## src/rtl/vol_pkg.sv

```systemverilog
package vol_pkg;
  typedef enum logic [1:0] {CMD_NONE, CMD_UP, CMD_DN, CMD_MUTE} vol_cmd_e;
  typedef enum logic [1:0] {F_IDLE, F_DEB, F_HELD, F_WAIT} flt_state_e;
endpackage

```

## src/rtl/vol_sync.sv

```systemverilog
module vol_sync #(
  parameter int   W       = 1,
  parameter logic RST_VAL = 1'b1
) (
  input  logic         clk_i,
  input  logic         rst_ni,
  input  logic [W-1:0] d_i,
  output logic [W-1:0] q_o
);
  for (genvar i = 0; i < W; i++) begin : g_bit
    logic s1, s2;
    always_ff @(posedge clk_i or negedge rst_ni) begin
      if (!rst_ni) begin
        s1 <= RST_VAL;
        s2 <= RST_VAL;
      end else begin
        s1 <= d_i[i];
        s2 <= s1;
      end
    end
    assign q_o[i] = s2;
  end
endmodule

```

## src/rtl/vol_key_filter.sv

```systemverilog
module vol_key_filter
  import vol_pkg::*;
#(
  parameter int DEB_MS       = 50,
  parameter int LOCK_MS      = 40,
  parameter int HOLD_MS      = 1000,
  parameter int SLOW_MS      = 250,
  parameter int SLOW_SPAN_MS = 4000,
  parameter int FAST_MS      = 125
) (
  input  logic     clk_i,
  input  logic     rst_ni,
  input  logic     tick_i,
  input  logic [2:0] press_i,  // bit0 up, bit1 down, bit2 mute; active high
  output vol_cmd_e cmd_o
);
  function automatic int imax(input int a, input int b);
    return (a > b) ? a : b;
  endfunction

  localparam int EL_MAX = HOLD_MS + SLOW_SPAN_MS;
  localparam int BIG    = imax(imax(EL_MAX, LOCK_MS), imax(DEB_MS, imax(SLOW_MS, FAST_MS)));
  localparam int CW     = $clog2(BIG + 1);
  localparam logic [CW-1:0] DEB_LAST = CW'(DEB_MS - 1);
  localparam logic [CW-1:0] LOCK_C   = CW'(LOCK_MS);
  localparam logic [CW-1:0] HOLD_C   = CW'(HOLD_MS);
  localparam logic [CW-1:0] SLOW_C   = CW'(SLOW_MS);
  localparam logic [CW-1:0] FAST_C   = CW'(FAST_MS);
  localparam logic [CW-1:0] EL_TOP   = CW'(EL_MAX);
  localparam logic [CW-1:0] EL_PRE   = CW'(EL_MAX - 1);
  localparam logic [CW-1:0] ONE_C    = CW'(1);

  flt_state_e   st;
  logic [2:0]   sel;
  logic [CW-1:0] deb_cnt, lock_cnt, el_cnt, gap_cnt;

  logic multi, any, same;
  assign any   = |press_i;
  assign multi = (press_i & (press_i - 3'd1)) != 3'd0;
  assign same  = (press_i == sel);

  function automatic vol_cmd_e to_cmd(input logic [2:0] s);
    if (s[0]) return CMD_UP;
    if (s[1]) return CMD_DN;
    return CMD_MUTE;
  endfunction

  always_ff @(posedge clk_i or negedge rst_ni) begin
    if (!rst_ni) begin
      st       <= F_IDLE;
      sel      <= '0;
      deb_cnt  <= '0;
      lock_cnt <= '0;
      el_cnt   <= '0;
      gap_cnt  <= '0;
      cmd_o    <= CMD_NONE;
    end else begin
      cmd_o <= CMD_NONE;
      if (tick_i && lock_cnt != '0) lock_cnt <= lock_cnt - ONE_C;
      unique case (st)
        F_IDLE: begin
          if (multi) st <= F_WAIT;
          else if (any) begin
            st      <= F_DEB;
            sel     <= press_i;
            deb_cnt <= '0;
          end
        end
        F_DEB: begin
          if (!same) st <= any ? F_WAIT : F_IDLE;
          else if (tick_i) begin
            if (deb_cnt == DEB_LAST) begin
              if (lock_cnt == '0) begin
                cmd_o    <= to_cmd(sel);
                lock_cnt <= LOCK_C;
                st       <= F_HELD;
                el_cnt   <= '0;
                gap_cnt  <= HOLD_C;
              end else begin
                st <= F_WAIT;  // completed inside lockout: dropped
              end
            end else begin
              deb_cnt <= deb_cnt + ONE_C;
            end
          end
        end
        F_HELD: begin
          if (!same) st <= any ? F_WAIT : F_IDLE;
          else if (tick_i && !sel[2]) begin
            if (el_cnt != EL_TOP) el_cnt <= el_cnt + ONE_C;
            if (gap_cnt == ONE_C) begin
              if (lock_cnt == '0) begin
                cmd_o    <= to_cmd(sel);
                lock_cnt <= LOCK_C;
              end
              gap_cnt <= (el_cnt < EL_PRE) ? SLOW_C : FAST_C;
            end else begin
              gap_cnt <= gap_cnt - ONE_C;
            end
          end
        end
        default: begin
          if (!any) st <= F_IDLE;
        end
      endcase
    end
  end
endmodule

```

## src/rtl/vol_level_reg.sv

```systemverilog
module vol_level_reg
  import vol_pkg::*;
#(
  parameter int IDX_W   = 6,
  parameter int MAX_IDX = 31,
  parameter int RST_IDX = 10
) (
  input  logic             clk_i,
  input  logic             rst_ni,
  input  vol_cmd_e         cmd_i,
  input  logic             stby_i,
  output logic [IDX_W-1:0] level_o,
  output logic             req_o
);
  localparam logic [IDX_W-1:0] MAX_V  = IDX_W'(MAX_IDX);
  localparam logic [IDX_W-1:0] MUTE_V = IDX_W'(MAX_IDX + 1);
  localparam logic [IDX_W-1:0] RST_V  = IDX_W'(RST_IDX);
  localparam logic [IDX_W-1:0] ONE_V  = IDX_W'(1);

  logic [IDX_W-1:0] lvl_q, lvl_d, sav_q, sav_d, out_d;

  always_comb begin
    lvl_d = lvl_q;
    sav_d = sav_q;
    if (!stby_i) begin
      unique case (cmd_i)
        CMD_UP:   if (lvl_q != MUTE_V && lvl_q != '0)    lvl_d = lvl_q - ONE_V;
        CMD_DN:   if (lvl_q != MUTE_V && lvl_q != MAX_V) lvl_d = lvl_q + ONE_V;
        CMD_MUTE: begin
          if (lvl_q == MUTE_V) lvl_d = sav_q;
          else begin
            sav_d = lvl_q;
            lvl_d = MUTE_V;
          end
        end
        default: ;
      endcase
    end
    out_d = stby_i ? MUTE_V : lvl_d;
  end

  always_ff @(posedge clk_i or negedge rst_ni) begin
    if (!rst_ni) begin
      lvl_q   <= RST_V;
      sav_q   <= RST_V;
      level_o <= RST_V;
      req_o   <= 1'b0;
    end else begin
      lvl_q   <= lvl_d;
      sav_q   <= sav_d;
      level_o <= out_d;
      req_o   <= (out_d != level_o);
    end
  end
endmodule

```

## src/rtl/vol_step_ctrl.sv

```systemverilog
module vol_step_ctrl
  import vol_pkg::*;
#(
  parameter int MAX_IDX      = 31,
  parameter int RST_IDX      = 10,
  parameter int DEB_MS       = 50,
  parameter int LOCK_MS      = 40,
  parameter int HOLD_MS      = 1000,
  parameter int SLOW_MS      = 250,
  parameter int SLOW_SPAN_MS = 4000,
  parameter int FAST_MS      = 125,
  localparam int IDX_W       = $clog2(MAX_IDX + 2)
) (
  input  logic             clk_i,
  input  logic             rst_ni,
  input  logic             tick_i,
  input  logic             up_ni,
  input  logic             dn_ni,
  input  logic             mute_ni,
  input  logic             stby_ni,
  output logic [IDX_W-1:0] level_o,
  output logic             req_o
);
  logic [2:0] btn_s;
  logic [2:0] press_s;
  logic       stby_s;
  logic       stby_act;
  logic       cmd_fire;
  vol_cmd_e   cmd;

  vol_sync #(.W(3), .RST_VAL(1'b1)) u_btn_sync (
    .clk_i (clk_i),
    .rst_ni(rst_ni),
    .d_i   ({mute_ni, dn_ni, up_ni}),
    .q_o   (btn_s)
  );

  vol_sync #(.W(1), .RST_VAL(1'b1)) u_stby_sync (
    .clk_i (clk_i),
    .rst_ni(rst_ni),
    .d_i   (stby_ni),
    .q_o   (stby_s)
  );

  assign press_s  = ~btn_s;
  assign stby_act = ~stby_s;
  assign cmd_fire = (cmd != CMD_NONE);

  vol_key_filter #(
    .DEB_MS      (DEB_MS),
    .LOCK_MS     (LOCK_MS),
    .HOLD_MS     (HOLD_MS),
    .SLOW_MS     (SLOW_MS),
    .SLOW_SPAN_MS(SLOW_SPAN_MS),
    .FAST_MS     (FAST_MS)
  ) u_filter (
    .clk_i  (clk_i),
    .rst_ni (rst_ni),
    .tick_i (tick_i),
    .press_i(press_s),
    .cmd_o  (cmd)
  );

  vol_level_reg #(
    .IDX_W  (IDX_W),
    .MAX_IDX(MAX_IDX),
    .RST_IDX(RST_IDX)
  ) u_level (
    .clk_i  (clk_i),
    .rst_ni (rst_ni),
    .cmd_i  (cmd),
    .stby_i (stby_act),
    .level_o(level_o),
    .req_o  (req_o)
  );
endmodule

```

## config.mk

```make
export PLATFORM = sky130hd
export DESIGN_NAME = vol_step_ctrl
export DESIGN_NICKNAME = d
export VERILOG_FILES = /design/src/rtl/vol_pkg.sv /design/src/rtl/vol_sync.sv /design/src/rtl/vol_key_filter.sv /design/src/rtl/vol_level_reg.sv /design/src/rtl/vol_step_ctrl.sv
export SDC_FILE = /design/constraint.sdc
export NUM_CORES = 1
export LEC_CHECK = 0
export BUFFER_PORTS_ARGS = -buffer_cell sky130_fd_sc_hd__buf_2
export CAP_MARGIN = 15
export CELL_PAD_IN_SITES_DETAIL_PLACEMENT = 1
export CELL_PAD_IN_SITES_GLOBAL_PLACEMENT = 1
export CORE_ASPECT_RATIO = 0.9
export CORE_UTILIZATION = 42
export CTS_CLUSTER_DIAMETER = 120
export CTS_CLUSTER_SIZE = 24
export DETAILED_ROUTE_END_ITERATION = 8
export PLACE_DENSITY_LB_ADDON = 0.2
export SETUP_SLACK_MARGIN = 0.5
export SYNTH_ARGS = -nofsm -noshare
export SYNTH_HDL_FRONTEND = slang
export SYNTH_HIERARCHICAL = 1
export SYNTH_SLANG_ARGS = --single-unit
```

## constraint.sdc

```tcl
create_clock -name clk_i -period 3.1 [get_ports clk_i]
set_clock_uncertainty 0.15 [all_clocks]
set_input_delay 0.93 -clock clk_i [delete_from_list [all_inputs] [get_ports clk_i]]
set_output_delay 0.93 -clock clk_i [all_outputs]
set_load 0.01 [all_outputs]
```

Yosys cells after proc, flatten, opt, wreduce, memory -nomap -nowiden:

Index checks and enable logic that the tools add are counted.

* order comparisons: 1
* add/subtract/negate cells: 7
* reduce and logical (&&, ||, !) cells: 19
* multiplexer cells: 86
* equality and inequality tests: 28
* bitwise operators: 4

Operators by type and width (number)
* 13-bit 2-to-1 mux: 27
* 13-bit one-hot mux with 2 select lines: 4
* 2-bit 2-to-1 mux: 22
* 6-bit 2-to-1 mux: 5
* 13-bit by 1-bit adder with 13-bit output (second input constant): 2
* 13-bit by 1-bit subtractor with 13-bit output (second input constant): 2
* 1-bit 2-to-1 mux: 24
* 6-bit one-hot mux with 3 select lines: 1
* 2-bit by 1-bit inequality test with 1-bit output (second input constant): 7
* 13-bit by 1-bit == test with 1-bit output (second input constant): 1
* 13-bit by 6-bit == test with 1-bit output (second input constant): 1
* 13-bit zero test: 1
* 13-bit less-than comparator (second input constant): 1
* 13-bit inequality test (second input constant): 1
* 13-bit nonzero test: 1
* 8-bit 2-to-1 mux: 1
* 2-bit inequality test (second input constant): 4
* 8-bit AND reduction: 1
* 7-bit AND reduction: 1
* 6-bit by 1-bit adder with 6-bit output (second input constant): 1
* 2-bit == test (second input constant): 3
* 6-bit == test (second input constant): 1
* 3-bit inequality test (second input constant): 2
* 6-bit by 5-bit inequality test with 1-bit output (second input constant): 1
* 23 further kinds: 30

* word-level logic and storage cells: 164
* flip-flop bits (word level): 86

Depth between registers and ports, before layout:

Gate-level depths: netlist of run 1.

* word-level depth: 19
* gate-level depth with buffers: 10

Modules after synthesis:

The synthesis of run 1 kept the hierarchy.

Modules (own cells, without submodules)
* vol_key_filter: cells an instance 430, seq. area each 1476.4 um^2, area each 3743.6 um^2, instances 1
* vol_level_reg: cells an instance 135, seq. area each 483.0 um^2, area each 1252.5 um^2, instances 1
* vol_sync (u_btn_sync): cells an instance 9, seq. area each 157.7 um^2, area each 180.2 um^2, instances 1
* vol_sync (u_stby_sync): cells an instance 2, seq. area each 52.6 um^2, area each 52.6 um^2, instances 1
* vol_step_ctrl: cells an instance 4, seq. area each 0.0 um^2, area each 15.0 um^2, instances 1

Least setup slack after synthesis of run 1:

OpenSTA, ideal clock, no wires.

* path type: register to register
* start: register u_level.lvl_q[0]
* end: register u_level.req_o
* arrival time: 2371 ps
* stages on the path, launching flop included: 11
* slack: 441 ps
* library setup time: 138 ps
* buffers on the path: 1
* period minus slack after synthesis: 2659 ps
* path through: dfrtp_1 inv_1 ha_1 or4b_1 buf_2 nor3_2 nor3_1 a221oi_2 o22ai_1 a2111oi_2 nand4_1

* cells in the longest elaborated chain, start to end: 7

Ends and longest elaborated chain
* start, declared: line vol_level_reg.sv:20 `logic [IDX_W-1:0] lvl_q, lvl_d, sav_q, sav_d, out_d;`
* start signal, assigned: line vol_level_reg.sv:49 `lvl_q <= lvl_d;`
* branches (longest 4 deep; another with 6-bit by 1-bit adder with 6-bit output)
* 6-bit 2-to-1 mux *: line vol_level_reg.sv:25 `if (!stby_i) begin`
* 6-bit 2-to-1 mux *: line vol_level_reg.sv:39 `out_d = stby_i ? MUTE_V : lvl_d;`
* 6-bit inequality test *: line vol_level_reg.sv:52 `req_o <= (out_d != level_o);`
* end signal, assigned: line vol_level_reg.sv:52
* end, declared: line vol_level_reg.sv:13 `output logic req_o`

Mark *: on every way between the ends.
A chain may end at the register's enable or synchronous reset.

Final worst setup path of run 1:

* start: register u_level.lvl_q[1]
* end: register u_level.req_o

Same word-level chain as after synthesis.

==> impl_metrics.json, run 1 <==
{
  "overflow": 0,
  "switchingPower_w": 0.00199,
  "grt_pass1_vias": 4628,
  "ys_seq_area_share_pct": 41.4,
  "comb_power_share_pct": 40.9,
  "clk_latency_ns": 0.35,
  "hold_violations": 0,
  "drt-vias-per-instance": 6.09,
  "num_vias": 4711,
  "crit_slowest_cell": "dfstp_2",
  "max_slew.worst_pin.slew_ns": 0.595,
  "seqCellArea_um2": 2170,
  "dpl.hpwl_um": 9500,
  "synth_seq_cells": 86,
  "grt_antenna_before_repair": 0,
  "cts_buffers": 9,
  "seq_power_share_pct": 34.2,
  "ys_dominant_reg_cell": "dfrtp_1",
  "worstPathRequired_ns": 3.16,
  "netlist_instances": 580,
  "synth-warning-count": 6,
  "netlist_top_cells_area": "dfrtp_1 34%, dfstp_2 7.0%, nor2_1 4.2%",
  "synth_fp_nets": 602,
  "whs_ns": 0.204,
  "core_um2": 12100,
  "netSwitchingFraction_pct": 40.7,
  "cts.sinks": 86,
  "die_w_um": 120,
  "syn_avg_cell_area_um2": 9.04,
  "htree_levels": 3,
  "p_clk_share_pct": 24.9,
  "synth_top_cell_area_share_pct": 34.4,
  "synth_cell_types": 71,
  "drtAntennaViolNets": 0,
  "die_area_um2": 12900,
  "drv_cap": 0,
  "min_period_ns": 2.73,
  "cts_root_buf": "clkbuf_16",
  "wirelength_um": 15100,
  "grt_pass1_wl_um": 23800,
  "initial_core_util_pct": 43.3,
  "peakVddDrop_uv": 449,
  "synthToLayoutAreaGrowth_pct": 18.0,
  "io_buffers": 13,
  "synth_edf_count": 0,
  "maxSlewHeadroom_pct": 60.4,
  "cts_tree": "done",
  "place_congestion": 0.852,
  "drtIter0Drc": 377,
  "tns_ns": 0,
  "multi_input_area_um2": 3020,
  "ctsLongestPathBuffers": 2,
  "setup_viol": 0,
  "io-pin-count": 14,
  "n_antenna_cell": 0,
  "grt_setup_unrepaired": "yes",
  "nets": 630,
  "post_drt_wl_per_cell_um": 19.6,
  "max_freq_ghz": 0.367,
  "final_util_pct": 51.0,
  "path_clk_slew_ns": 0.07,
  "crit_path_end_kind": "flip-flop",
  "async_flop_share_pct": 100,
  "holdCritPathClass": "flip-flop to flip-flop",
  "drc": 0,
  "slew_viol_final": 0,
  "cp_cell_sequence": "inv_2 -> ha_4 -> nor4b_4 -> a32oi_2 -> mux2i_1 -> o211ai_1 -> buf_4 -> o21ai_0 -> a2111oi_4 -> nand4_1",
  "fp.dieH_um": 108,
  "powerDensity_nw_per_um2": 790,
  "firstDrtPassIters": 4,
  "grtUsageTotal_pct": 23.5,
  "cp.arrival_ns": 2.79,
  "status": "finished, final reports clean",
  "crit_fanout": 4,
  "cpPeakStageDelay_ns": 0.54,
  "critical_path_class": "flip-flop to flip-flop",
  "postCtsHoldBufs": 0,
  "cpLargestDelayFamily": "compound AO/OA/AOI/OAI gates",
  "finalCritPeriodShare_pct": 88.0,
  "place_inst": 741,
  "final_cell_count_no_fill": 773,
  "syn_area_um2": 5240,
  "final_layout_size_suffix_gt1_share_pct": 22.0,
  "n_fill_cell": 1399,
  "yosys.area.top_type": "dfrtp_1",
  "p_int_w": 0.00290,
  "crit_buf_inv": 2,
  "grt_max_degree": 36,
  "leakage_nw": 2.58,
  "start_kind": "flip-flop",
  "rows": 38
}
path summary, 6_finish.rpt:
check,from,to,slack [ns],cells after the start
min in group asynchronous,rst_ni,u_level/sav_q[5],0.37,1
hold reg to reg,u_btn_sync/g_bit[1].s1,u_btn_sync/g_bit[1].s2,0.20,0
setup / recovery,u_level/lvl_q[1],u_level/req_o,0.37,10
setup reg to reg,u_level/lvl_q[1],u_level/req_o,0.37,10
hold / removal,u_btn_sync/g_bit[1].s1,u_btn_sync/g_bit[1].s2,0.20,0
max in group asynchronous,rst_ni,u_btn_sync/g_bit[2].s1,1.73,2
worst reg2reg max path, stage by stage (launching register included):
cell       delay (ns)
dfstp_2          0.54
inv_2            0.08
ha_4             0.18
nor4b_4          0.14
a32oi_2          0.27
mux2i_1          0.12
o211ai_1         0.32
buf_4            0.18
o21ai_0          0.15
a2111oi_4        0.31
nand4_1          0.14
cell usage after synthesis (4+ instances only):
| master | number |
|---|---|
| nand3_1 | 27 |
| nand4_1 | 12 |
| or3_1 | 12 |
| inv_1 | 35 |
| ha_1 | 15 |
| dfrtp_1 | 72 |
| o211ai_1 | 9 |
| nor2_1 | 59 |
| xnor2_1 | 24 |
| xor2_1 | 5 |
| clkbuf_1 | 22 |
| nor2b_1 | 8 |
| a21oi_1 | 17 |
| mux2i_1 | 7 |
| o22ai_1 | 4 |
| a31oi_1 | 10 |
| o31ai_1 | 13 |
| or4_1 | 6 |
| nor4_1 | 18 |
| buf_2 | 4 |
| a21o_1 | 7 |
| nand3b_1 | 4 |
| and2_1 | 6 |
| nand2b_1 | 6 |
| a41oi_1 | 5 |
| o21ai_0 | 28 |
| or2_2 | 4 |
| o41ai_1 | 4 |
| nand2_1 | 31 |
| dfstp_2 | 14 |
| mux2_2 | 7 |
| nor3_1 | 20 |
per-layer routing:
| metal | vias up | global-route usage, % | part of all wire (%) |
|---|---|---|---|
| li1 | 2186 | - | - |
| met1 | 2367 | 31.4 | 45 |
| met2 | 127 | 38.0 | 48 |
| met3 | 31 | 5.43 | 4.3 |
| met4 | 0 | 6.79 | 2.2 |
| met5 | - | 0 | 0 |
power groups by stage:
stage | Combinational [W] | Sequential (W) | Clock (W)
global placement | 0.00170 | 0.00165 | 0
finish | 0.00200 | 0.00167 | 0.00122
detailed placement | 0.00177 | 0.00167 | 0
CTS | 0.00186 | 0.00166 | 0.00125
global route | 0.00222 | 0.00171 | 0.00129
floorplan | 0.00132 | 0.00158 | 0
registers in the layout, summed over array words and instances (netlist names), 2 cells and up:
register and cells:
u_filter/sel 3, u_level/sav_q 6, u_level/lvl_q 6, u_level/level_o 6
u_filter/el_cnt 13, u_btn_sync/g_bit.s1 3, u_filter/cmd_o 2, u_filter/lock_cnt 13
u_filter/deb_cnt 13, u_btn_sync/g_bit.s2 3, u_filter/st 2, u_filter/gap_cnt 13
cells in the final DEF (no fill, tap or decap), types with 3 or more instances in the layout:
cell and count:
nand3_1 27, xor2_1 5, nor2_1 50, mux2i_1 7, and4_1 3, buf_2 12
xnor2_1 24, dfrtp_1 71, dfstp_2 13, nor3b_1 3, nand4_1 12, mux2_2 7
o31ai_1 13, a21o_1 7, nand3b_1 4, or4_1 6, nand2_1 30, nor3_1 19
ha_1 12, or3_1 12, nor4_1 17, o21a_1 3, nor2_2 7, o22ai_1 3
a21oi_1 17, a31oi_1 9, a41oi_1 4, inv_1 32, nand2b_1 6, o21ai_0 28
buf_4 33, nor2b_1 7, nor3_2 3, or2_2 4, clkbuf_16 9, and2_1 5
o211ai_1 9
per-stage QoR:
step                cell area [µm²]  total power, W  worst slack (ns)
floorplan                      5250         0.00290             0.491
global placement               5530         0.00335             0.269
detailed placement             5530         0.00344             0.202
CTS                            5950         0.00477             0.385
global route                   6190         0.00522             0.252
finish                         6190         0.00489             0.373
logic make-up after synthesis:
kind of cell               after synthesis  synth area share (%)
and+or+nand+nor                        239                  24.7
AOI/OAI and AO/OA                      131                  17.3
DFF                                     86                  41.4
buffers and inverters                   66                  5.32
xor gates and xnor gates                29                  4.84
adders and majority gates               15                  3.58
muxes                                   14                  2.84
area by class of cell:
class                   count  share of cell area [%]
well taps                 160                    3.23
clock inverters             5                    1.31
clock buffers              11                    4.08
repair buffers             46                    5.30
multi-input cells         430                    48.8
inverters                  35                    2.16
flip-flops and latches     86                    35.1
timing repair:
action	4_1_cts	5_1_grt
gates cloned	1	1
setup endpoints to repair	19	34
pin swaps	3	19
setup buffers	4	10
gates resized for setup	9	35
(Power assumes the default switching activity.)
==> run 2, diff against run 1 <==
Settings changed: PLACE_DENSITY from default to 0.74, PLACE_DENSITY_LB_ADDON 0.2 to default.
==> run 2 against run 1 <==
  * Combinational power down 3%
  * Critical endpoint unchanged
  * Sequential power about the same
  * First-iteration DRC count fell by 27%
  * Sequential share of layout area rose by 0.46 points
  * Cell area decreased by 1.4%
  * Global-route usage increased by 0.47 points
  * Setup slack better by 0.089 ns
  * Via count decreased by 2.0%
  * Clock-buffer cell count rose by 1
  * Worst hold slack better by 0.0026 ns
==> impl_metrics.json, run 2 (synthesized netlist as in run 1, its figures left out) <==
{
  "min_period_ns": 2.64,
  "nets": 634,
  "crit_fanout": 4,
  "final_util_pct": 50.3,
  "die_area_um2": 12900,
  "cts_buffers": 9,
  "num_vias": 4615,
  "final_cell_mix": "70 x dfrtp_1, 59 x nor2_1, 37 x buf_4",
  "tns_ns": 0,
  "cpPeakStageDelay_ns": 0.56,
  "max_freq_ghz": 0.379,
  "hold_violations": 0,
  "switchingPower_w": 0.00190,
  "cpLargestDelayFamily": "compound AO/OA/AOI/OAI gates",
  "layout.cells.most_common": "dfrtp_1",
  "seqCellArea_um2": 2170,
  "drt-vias-per-instance": 5.94,
  "n_fill_cell": 1415,
  "powerDensity_nw_per_um2": 768,
  "status": "finished, final reports clean",
  "cp_cell_sequence": "inv_2 -> ha_4 -> nor4b_4 -> a32oi_2 -> mux2i_1 -> o211ai_1 -> and2_4 -> a2111oi_4 -> nand4_1",
  "ctsLongestPathBuffers": 2,
  "n_antenna_cell": 0,
  "slew_viol_final": 0,
  "core_um2": 12100,
  "cts_root_buf": "clkbuf_16",
  "rows": 38,
  "place_congestion": 0.875,
  "initial_core_util_pct": 43.3,
  "holdCritPathClass": "flip-flop to flip-flop",
  "path_clk_slew_ns": 0.06,
  "maxSlewHeadroom_pct": 57.5,
  "io-pin-count": 14,
  "fp.dieH_um": 108,
  "post_drt_wl_per_cell_um": 18.8,
  "cp.arrival_ns": 2.70,
  "grt_pass1_wl_um": 24400,
  "wirelength_um": 14600,
  "grt_pass1_vias": 4902,
  "clk_latency_ns": 0.35,
  "critical_path_class": "flip-flop to flip-flop",
  "final_layout_size_suffix_gt1_share_pct": 19.8,
  "finalCritPeriodShare_pct": 85.1,
  "p_int_w": 0.00278,
  "overflow": 0,
  "grt_max_degree": 37,
  "start_kind": "flip-flop",
  "grtUsageTotal_pct": 23.9,
  "drtAntennaViolNets": 0,
  "postCtsHoldBufs": 0,
  "seq_power_share_pct": 35.4,
  "drc": 0,
  "grt_setup_unrepaired": "yes",
  "setup_viol": 0,
  "firstDrtPassIters": 6,
  "max_slew.worst_pin.slew_ns": 0.638,
  "crit_path_end_kind": "flip-flop",
  "htree_levels": 3,
  "drv_cap": 0,
  "drtIter0Drc": 276,
  "synthToLayoutAreaGrowth_pct": 16.4,
  "crit_buf_inv": 1,
  "dpl.hpwl_um": 9720,
  "grt_antenna_before_repair": 0,
  "cts_tree": "done",
  "die_w_um": 120,
  "peakVddDrop_uv": 499,
  "worstPathRequired_ns": 3.16,
  "io_buffers": 13,
  "p_clk_share_pct": 23.1,
  "leakage_nw": 2.57,
  "comb_power_share_pct": 41.5,
  "cts.sinks": 86,
  "multi_input_area_um2": 2930,
  "crit_slowest_cell": "dfstp_2",
  "netSwitchingFraction_pct": 40.6
}
-- run 2: what timing repair did --
item,in CTS,in global routing
pin swaps,7,11
setup buffers,7,13
gates cloned,1,0
resized for setup,15,14
endpoints found under the setup margin,22,40
-- run 2: worst register-to-register path, stage by stage, from the launching register on --
cell	delay [ns]
dfstp_2	0.56
inv_2	0.07
ha_4	0.17
nor4b_4	0.15
a32oi_2	0.33
mux2i_1	0.23
o211ai_1	0.16
and2_4	0.19
a2111oi_4	0.36
nand4_1	0.14
-- run 2: metrics by stage --
stage / setup slack, ns / power, W / instances / cell area (µm²) / hold WS [ns]
3_3_place_gp: 0.280 / 0.00332 / 740 / 5520 / 0.197
4_1_cts: 0.455 / 0.00464 / 764 / 5960 / 0.209
6_report: 0.461 / 0.00468 / 777 / 6100 / 0.207
5_1_grt: 0.367 / 0.00502 / 777 / 6100 / 0.212
2_1_floorplan: 0.491 / 0.00290 / 580 / 5250 / 0.195
3_5_place_dp: 0.152 / 0.00344 / 740 / 5520 / 0.200
-- run 2: path summary, 6_finish.rpt --
kind	cells after the start	endpoint	slack (ns)	start
worst max-delay path	9	u_level/req_o	0.46	u_level/lvl_q[1]
worst min-delay path	0	u_btn_sync/g_bit[0].s2	0.21	u_btn_sync/g_bit[0].s1
worst max register to register	9	u_level/req_o	0.46	u_level/lvl_q[1]
worst min register to register	0	u_btn_sync/g_bit[0].s2	0.21	u_btn_sync/g_bit[0].s1
max in group asynchronous	2	u_btn_sync/g_bit[1].s2	1.72	rst_ni
min in group asynchronous	1	u_level/sav_q[4]	0.39	rst_ni
-- run 2: routing by layer --
layer | vias up | share of wire [%] | global-route usage (%)
met4 | 0 | 2.0 | 8.30
met3 | 23 | 3.4 | 5.12
met1 | 2330 | 45 | 29.6
met2 | 78 | 49 | 41.5
met5 | - | 0 | 0
li1 | 2184 | - | -
-- run 2: power by group through the flow --
stage          combinational, W  clock [W]  sequential (W)
2_1_floorplan           0.00132          0         0.00158
3_3_place_gp            0.00168          0         0.00164
3_5_place_dp            0.00178          0         0.00166
4_1_cts                 0.00186    0.00112         0.00165
5_1_grt                 0.00217    0.00116         0.00170
6_report                0.00194    0.00108         0.00166
-- run 2: area by class of cell --
cell class,count,area share (%)
multi-input combinational,429,48.1
sequential,86,35.6
timing repair buffer,51,6.05
clock buffer,12,4.04
tap,160,3.28
inverter,35,2.19
clock inverter,4,0.779
